File: src/rtl/pio_spi_pkg.sv
package pio_spi_pkg;
    localparam int ADDR_W = 3;

    localparam logic [ADDR_W-1:0] A_CTRL = 3'd0;
    localparam logic [ADDR_W-1:0] A_DIV  = 3'd1;
    localparam logic [ADDR_W-1:0] A_ALT  = 3'd2;
    localparam logic [ADDR_W-1:0] A_SAMP = 3'd3;
    localparam logic [ADDR_W-1:0] A_CMP  = 3'd4;
    localparam logic [ADDR_W-1:0] A_RX   = 3'd5;

    localparam int B_SRC = 5;
    localparam int B_CHG = 6;
    localparam int B_TRG = 7;

    typedef struct packed {
        logic [7:0] len;
        logic [7:0] half;
        logic       src_alt;
        logic       chg_en;
        logic       trig_en;
    } cfg_t;
endpackage

File: src/rtl/pio_spi_regs.sv
module pio_spi_regs
    import pio_spi_pkg::*;
#(
    parameter int DATA_W  = 16,
    parameter int MIN_LEN = 4
) (
    input  logic                clk,
    input  logic                rst_n,
    input  logic                we,
    input  logic [ADDR_W-1:0]   addr,
    input  logic [DATA_W-1:0]   wdata,
    output logic [DATA_W-1:0]   rdata,
    input  logic [DATA_W-1:0]   par_in,
    input  logic [DATA_W-1:0]   cmp_word,
    input  logic [DATA_W-1:0]   rx_word,
    output cfg_t                cfg,
    output logic [DATA_W-1:0]   alt_word,
    output logic [DATA_W-1:0]   samp_word
);
    typedef struct packed {
        logic [DATA_W-1:0] ctrl;
        logic [DATA_W-1:0] div;
        logic [DATA_W-1:0] alt;
        logic [DATA_W-1:0] samp;
    } regs_t;

    regs_t q, d;

    always_comb begin
        d      = q;
        d.samp = par_in;
        if (we) begin
            case (addr)
                A_CTRL:  d.ctrl = wdata;
                A_DIV:   d.div  = wdata;
                A_ALT:   d.alt  = wdata;
                default: ;
            endcase
        end
    end

    always_ff @(posedge clk or negedge rst_n) begin
        if (!rst_n) q <= '0;
        else        q <= d;
    end

    logic [7:0] len_field;
    always_comb begin
        len_field   = {3'b000, q.ctrl[4:0]};
        if (len_field < 8'(MIN_LEN))     cfg.len = 8'(MIN_LEN);
        else if (len_field > 8'(DATA_W)) cfg.len = 8'(DATA_W);
        else                             cfg.len = len_field;
        cfg.half    = (q.div[7:0] == 8'd0) ? 8'd1 : q.div[7:0];
        cfg.src_alt = q.ctrl[B_SRC];
        cfg.chg_en  = q.ctrl[B_CHG];
        cfg.trig_en = q.ctrl[B_TRG];
    end

    assign alt_word  = q.alt;
    assign samp_word = q.samp;

    always_comb begin
        case (addr)
            A_CTRL:  rdata = q.ctrl;
            A_DIV:   rdata = q.div;
            A_ALT:   rdata = q.alt;
            A_SAMP:  rdata = q.samp;
            A_CMP:   rdata = cmp_word;
            A_RX:    rdata = rx_word;
            default: rdata = '0;
        endcase
    end

    assert_sample_each_clock_R2: assert property (@(posedge clk) disable iff (!rst_n)
        $past(rst_n) |-> (q.samp == $past(par_in)));
endmodule

File: src/rtl/pio_spi_trigger.sv
module pio_spi_trigger
    import pio_spi_pkg::*;
#(
    parameter int DATA_W = 16
) (
    input  logic              clk,
    input  logic              rst_n,
    input  cfg_t              cfg,
    input  logic [DATA_W-1:0] samp_word,
    input  logic [DATA_W-1:0] alt_word,
    input  logic [DATA_W-1:0] cmp_word,
    input  logic              busy,
    input  logic              hw_trig,
    output logic              start,
    output logic [DATA_W-1:0] frame_word,
    output logic              trig_pulse
);
    typedef struct packed {
        logic pulse;
    } trg_t;

    trg_t q, d;
    logic [DATA_W:0]   one_ext;
    logic [DATA_W-1:0] mask;
    logic [DATA_W-1:0] src;
    logic              changed;

    always_comb begin
        one_ext    = {{DATA_W{1'b0}}, 1'b1};
        mask       = DATA_W'((one_ext << cfg.len) - 1'b1);
        src        = cfg.src_alt ? alt_word : samp_word;
        frame_word = src & mask;
        changed    = |((src ^ cmp_word) & mask);
        start      = !busy && ((cfg.chg_en && changed) || (cfg.trig_en && hw_trig));
        d          = q;
        d.pulse    = start;
    end

    always_ff @(posedge clk or negedge rst_n) begin
        if (!rst_n) q <= '0;
        else        q <= d;
    end

    assign trig_pulse = q.pulse;

    assert_trig_single_cycle_R9: assert property (@(posedge clk) disable iff (!rst_n)
        q.pulse |=> !q.pulse);
    assert_disabled_hw_idle_R8: assert property (@(posedge clk) disable iff (!rst_n)
        (!cfg.chg_en && !cfg.trig_en) |-> !start);
endmodule

File: src/rtl/pio_spi_engine.sv
module pio_spi_engine #(
    parameter int DATA_W  = 16,
    parameter int MIN_LEN = 4
) (
    input  logic              clk,
    input  logic              rst_n,
    input  logic              start,
    input  logic [DATA_W-1:0] word,
    input  logic [7:0]        len,
    input  logic [7:0]        half,
    input  logic              miso,
    output logic              busy,
    output logic              sck,
    output logic              mosi,
    output logic [DATA_W-1:0] cmp_word,
    output logic [DATA_W-1:0] rx_word
);
    typedef struct packed {
        logic              busy;
        logic              sck;
        logic [7:0]        cnt;
        logic [7:0]        left;
        logic [DATA_W-1:0] tx;
        logic [DATA_W-1:0] rx;
        logic [DATA_W-1:0] word;
        logic [DATA_W-1:0] cmp;
        logic [DATA_W-1:0] dout;
    } eng_t;

    eng_t q, d;
    logic [7:0] align;

    always_comb begin
        d     = q;
        align = 8'(DATA_W) - len;
        if (!q.busy) begin
            if (start) begin
                d.busy = 1'b1;
                d.sck  = 1'b0;
                d.cnt  = '0;
                d.left = len;
                d.tx   = word << align;
                d.rx   = '0;
                d.word = word;
            end
        end else if (q.cnt == half - 8'd1) begin
            d.cnt = '0;
            if (!q.sck) begin
                d.sck = 1'b1;
                d.rx  = {q.rx[DATA_W-2:0], miso};
            end else begin
                d.sck  = 1'b0;
                d.tx   = q.tx << 1;
                d.left = q.left - 8'd1;
                if (q.left == 8'd1) begin
                    d.busy = 1'b0;
                    d.cmp  = q.word;
                    d.dout = q.rx;
                end
            end
        end else begin
            d.cnt = q.cnt + 8'd1;
        end
    end

    always_ff @(posedge clk or negedge rst_n) begin
        if (!rst_n) q <= '0;
        else        q <= d;
    end

    assign busy     = q.busy;
    assign sck      = q.sck;
    assign mosi     = q.busy & q.tx[DATA_W-1];
    assign cmp_word = q.cmp;
    assign rx_word  = q.dout;

    assert_sck_low_when_idle_R4: assert property (@(posedge clk) disable iff (!rst_n)
        !q.busy |-> !q.sck);
    assert_len_in_range_R3: assert property (@(posedge clk) disable iff (!rst_n)
        $rose(q.busy) |-> (q.left >= 8'(MIN_LEN) && q.left <= 8'(DATA_W)));
    assert_word_held_in_frame_R10: assert property (@(posedge clk) disable iff (!rst_n)
        (q.busy && $past(q.busy)) |-> $stable(q.word));
    assert_cmp_at_end_R6: assert property (@(posedge clk) disable iff (!rst_n)
        $fell(q.busy) |-> (q.cmp == $past(q.word)));
endmodule

File: src/rtl/pio_spi_bridge.sv
module pio_spi_bridge
    import pio_spi_pkg::*;
#(
    parameter int DATA_W  = 16,
    parameter int MIN_LEN = 4
) (
    input  logic              clk,
    input  logic              rst_n,
    input  logic              reg_we,
    input  logic [2:0]        reg_addr,
    input  logic [DATA_W-1:0] reg_wdata,
    output logic [DATA_W-1:0] reg_rdata,
    input  logic [DATA_W-1:0] par_in,
    output logic [DATA_W-1:0] par_out,
    input  logic              hw_trig,
    output logic              xfer_trig,
    output logic              sck,
    output logic              mosi,
    input  logic              miso,
    output logic              cs_n
);
    cfg_t              cfg;
    logic [DATA_W-1:0] alt_word, samp_word, cmp_word, rx_word, frame_word;
    logic              busy, start;

    pio_spi_regs #(.DATA_W(DATA_W), .MIN_LEN(MIN_LEN)) u_regs (
        .clk(clk), .rst_n(rst_n), .we(reg_we), .addr(reg_addr),
        .wdata(reg_wdata), .rdata(reg_rdata), .par_in(par_in),
        .cmp_word(cmp_word), .rx_word(rx_word), .cfg(cfg),
        .alt_word(alt_word), .samp_word(samp_word)
    );

    pio_spi_trigger #(.DATA_W(DATA_W)) u_trig (
        .clk(clk), .rst_n(rst_n), .cfg(cfg), .samp_word(samp_word),
        .alt_word(alt_word), .cmp_word(cmp_word), .busy(busy),
        .hw_trig(hw_trig), .start(start), .frame_word(frame_word),
        .trig_pulse(xfer_trig)
    );

    pio_spi_engine #(.DATA_W(DATA_W), .MIN_LEN(MIN_LEN)) u_eng (
        .clk(clk), .rst_n(rst_n), .start(start), .word(frame_word),
        .len(cfg.len), .half(cfg.half), .miso(miso), .busy(busy),
        .sck(sck), .mosi(mosi), .cmp_word(cmp_word), .rx_word(rx_word)
    );

    assign cs_n    = !busy;
    assign par_out = rx_word;

    assert_trig_at_cs_fall_R9: assert property (@(posedge clk) disable iff (!rst_n)
        xfer_trig |-> (!cs_n && $past(cs_n)));
endmodule

File: config.mk
export PLATFORM = sky130hd
export DESIGN_NAME = pio_spi_bridge
export DESIGN_NICKNAME = d
export VERILOG_FILES = /design/src/rtl/pio_spi_pkg.sv /design/src/rtl/pio_spi_regs.sv /design/src/rtl/pio_spi_trigger.sv /design/src/rtl/pio_spi_engine.sv /design/src/rtl/pio_spi_bridge.sv
export SDC_FILE = /design/constraint.sdc
export NUM_CORES = 1
export LEC_CHECK = 0
export BUFFER_PORTS_ARGS = -buffer_cell sky130_fd_sc_hd__buf_2
export CAP_MARGIN = 25
export CORE_MARGIN = 8
export CORE_UTILIZATION = 45
export DETAILED_ROUTE_END_ITERATION = 8
export PLACE_DENSITY = 0.64
export SLEW_MARGIN = 20
export SYNTH_ARGS = -nofsm -noshare
export SYNTH_HDL_FRONTEND = slang
export SYNTH_SLANG_ARGS = --single-unit
File: constraint.sdc
create_clock -name clk -period 5.9 [get_ports clk]
set_input_delay 0 -clock clk [delete_from_list [all_inputs] [get_ports clk]]
set_output_delay 0 -clock clk [all_outputs]
set_load 0.02 [all_outputs]
==> impl_metrics.py <==
metrics = {
    "yosys": {
        "synth_cells": 895,
        "synth_top_family_by_area": "multiplexers",
        "yosysWarnings": 0,
        "synthTopCellsByArea": "dfrtp_1 44%, mux2_2 9.4%, mux2i_1 5.3%",
        "dominantRegCellSynth": "dfrtp_1",
        "muxShareOfSynthArea_pct": 18.50,
        "yosys.area_share.simple_pct": 11.94,
        "ys_seq_area_share_pct": 43.83,
        "synth_xor_area_share_pct": 3.671,
        "synth_area_sq_mm": 0.009305,
        "avgSynthCellArea_sq_um": 10.40,
        "synth.net_count": 946,
        "yosys_register_bits": 163,
        "synth_compound_area_share_pct": 14.99,
        "synth_adder_area_share_pct": 1.479,
        "yosys.cell_types.count": 71,
        "synth_top_area_share_pct": 43.83,
        "yosysTopAreaCell": "dfrtp_1",
        "synth_edf_count": 0,
        "ys_async_sr_fraction_pct": 100.0,
    },
    "clock_tree": {
        "cts-resized-gates": 0,
        "cts_made_buffers": 17,
        "clockBufferDepth": 2,
        "path_clk_slew_ns": 0.08,
        "cts_num_sinks": 163,
        "ctsRootBufferMaster": "clkbuf_16",
        "hold_buffers": 34,
        "postCtsSetupRepairBufs": 0,
        "clk_latency_ns": 0.44,
        "htree_num_levels": 4,
        "cts_tree": "done",
    },
    "place": {
        "portBuffers": 75,
        "dp_slack_ns": 1.216,
        "hpwlAfterDp_microns": 19140,
        "gp_congestion": 0.9282,
        "place_area_sq_mm": 0.009819,
    },
    "detailed_routing": {
        "wl_met3_microns": 1316,
        "top_layer_used": "met4",
        "antenna_left": 0,
        "dr.first_iter.drc_count": 743,
        "via_per_inst": 5.800,
        "firstDrtPassIters": 5,
        "detail_route.wl_per_cell_microns": 21.20,
        "route.detailed.drc": 0,
        "wl_met2_microns": 12250,
        "dr_total_vias": 7268,
        "wl_met1_microns": 12240,
        "drt_wl_total_microns": 26570,
    },
    "setup_path": {
        "endpoint_kind": "flip-flop",
        "path_cells": "o21ba_2 -> and2_1 -> inv_1 -> ha_1 -> ha_1 -> nand2_1 -> ha_1 -> o21ai_1 -> or2_2 -> xnor2_1 -> o221a_2 -> a31oi_4 -> buf_4 -> mux2_2",
        "cp.required_ns": 6.21,
        "slowest_stage": "dfrtp_1",
        "cpPeakStageDelay_ns": 0.65,
        "cp.buffers_inverters": 2,
        "crit_type": "reg2reg",
        "path_delay_family": "compound AO/OA/AOI/OAI gates",
        "critPathArrivalTime_ns": 5.08,
        "cp_max_fo": 22,
        "crit_path_frequent_cell": "ha_1",
        "crit_path_start_kind": "flip-flop",
    },
    "sta": {
        "report.final.slew_viol_count": 0,
        "hold_viol": 0,
        "min_period_ns": 4.770,
        "setup_ws_ns": 1.130,
        "grt_setup_unrepaired": "no",
        "fin_crit_sh_pct": 80.84,
        "tightestPinTransition_ns": 1.017,
        "setup_viol": 0,
        "tns_ns": 0,
        "max_slew_margin_pct": 32.20,
        "finClkSkew_ns": 0.01849,
        "whs_ns": 0.1142,
        "fmaxAchievable_ghz": 0.2097,
    },
    "global_routing": {
        "first_global_vias": 7365,
        "grt-ovfl-total": 0,
        "grt_usage_pct": 21.15,
        "antenna_found_initial": 0,
        "grt_pass1_wl_microns": 42740,
        "grt_max_degree": 90,
    },
    "floorplan": {
        "die_x_microns": 159.8,
        "io_pins": 76,
        "start_util_pct": 45.84,
        "rows": 52,
        "core_sq_mm": 0.02030,
        "dieArea_sq_mm": 0.02554,
        "die_h_microns": 159.8,
    },
    "power": {
        "comb_power_share_pct": 35.0,
        "leakagePower_uw": 0.004902,
        "internal_power_uw": 2600,
        "p_sw_uw": 1654,
        "ir_worst_vdd_mv": 0.2215,
        "powerDensity_mw_per_mm2": 393.4,
        "power.share.sequential_pct": 37.9,
        "swShare_pct": 38.88,
        "clkPwrFrac_pct": 27.1,
    },
    "worst_hold_path": {
        "min_path_type": "in2reg",
    },
    "finish": {
        "final_design_area_no_fill_sq_mm": 0.01081,
        "layout.nets": 1021,
        "antennaDiodeCount": 0,
        "layout-drive-gt1-share_pct": 24.82,
        "area_growth_syn_to_layout_pct": 16.22,
        "seq_area_sq_mm": 0.004079,
        "fill_cells": 1828,
        "multi_input_area_sq_mm": 0.004736,
    },
    "status": {
        "status": "completed",
    },
    "run": {
        "drv_cap": 0,
    },
}
cell families after synthesis:
group / count (synthesis)
AOI/OAI and AO/OA: 200
xor gates and xnor gates: 39
adders and majority gates: 11
buffers and inverters: 112
DFF: 163
muxes: 148
other: 1
and+or+nand+nor: 221
sequential cells by signal, summed over array words and instances (netlist names):
| register | count |
|---|---|
| u_eng.rx_word | 16 |
| u_regs.q | 24 |
| u_eng.sck | 1 |
| u_eng.cmp_word | 16 |
| u_eng.busy | 1 |
| u_eng.q | 64 |
| u_regs.cfg | 3 |
| u_trig.trig_pulse | 1 |
| u_regs.len_field | 5 |
| u_regs.samp_word | 16 |
| u_regs.alt_word | 16 |
worst min-delay path, stage by stage:
cell and delay, ns:
buf_2 0.11, nand2_1 0.07, nor3_2 0.11, mux2_2 0.24
power by group through the flow:
| stage | Sequential, uW | Clock (uW) | Combinational [uW] |
|---|---|---|---|
| final | 1610 | 1150 | 1490 |
| after global routing | 1650 | 1220 | 1640 |
| after CTS | 1610 | 1170 | 1480 |
| after detailed placement | 1630 | 0 | 1450 |
| after global placement | 1620 | 0 | 1450 |
| after floorplan | 1540 | 0 | 1110 |
area by class of cell:
| class | instances | area share [%] |
|---|---|---|
| multi-input cells | 620 | 43.79 |
| well taps | 270 | 3.124 |
| clock buffers | 17 | 3.934 |
| inverters | 40 | 1.388 |
| repair buffers | 128 | 8.180 |
| flip-flops and latches | 163 | 37.72 |
| clock inverters | 15 | 1.863 |
stage by stage:
| step | utilization, % | instances | total power, uW |
|---|---|---|---|
| after detailed placement | 48.37 | 1186 | 3076 |
| after CTS | 53.14 | 1252 | 4255 |
| after floorplan | - | 895 | 2651 |
| after global placement | 48.37 | 1186 | 3069 |
| final | 53.27 | 1253 | 4255 |
| after global routing | 53.27 | 1253 | 4507 |
cells in the mapped netlist (11+ instances only):
cell,number
o221ai_1,11
mux2_4,16
mux2_2,78
clkbuf_1,37
dfrtp_1,163
a21oi_1,31
o21ai_0,30
xnor2_1,22
nor3_1,15
nand2_1,78
nand3_1,18
o22ai_1,30
buf_4,16
xor2_1,17
ha_1,11
nand2b_1,12
mux2i_1,49
nor2_1,42
o21ai_1,11
inv_1,39
final timing paths:
path / startpoint / end / slack (ns) / cells past startpoint
setup reg to reg: u_regs.len_field[3] / u_eng.q[45] / 1.13 / 14
setup / recovery: u_regs.len_field[3] / u_eng.q[45] / 1.13 / 14
hold / removal: reg_we / u_regs.q[42] / 0.11 / 4
max in group asynchronous: rst_n / u_eng.q[71] / 4.56 / 4
min in group asynchronous: rst_n / u_regs.q[56] / 0.19 / 2
hold reg to reg: u_eng.q[42] / u_eng.cmp_word[10] / 0.49 / 1
layout by cell type, fill, tap and decap left out, types with 7 or more instances in the layout:
cell type      netlist  layout
o21ai_0             30      30
buf_2               10      74
xnor2_1             22      22
nor2_1              42      42
dfrtp_1            163     163
xor2_1              17      17
nand2b_1            12      12
nand3_1             18      18
o221ai_1            11      11
ha_1                11      11
inv_1               39      39
nor3_1              15      13
dlygate4sd3_1        0      34
a21oi_1             31      31
o22ai_1             30      30
mux2_2              78      78
mux2_4              16      16
mux2i_1             49      49
clkbuf_16            0      17
a22oi_1              7       7
o21ai_1             11      11
nand2_1             78      78
nor4_1               9       9
nor2b_1             10      10
a22o_1               9       9
buf_4               16      18
a31oi_1             10       9
routing by layer:
metal	vias to the layer above	track usage (%)
met5	-	0
met4	0	7.477
met3	43	3.830
met2	223	32.88
met1	3603	29.13
li1	3399	-
No activity file was read; power rests on OpenSTA's default activity.
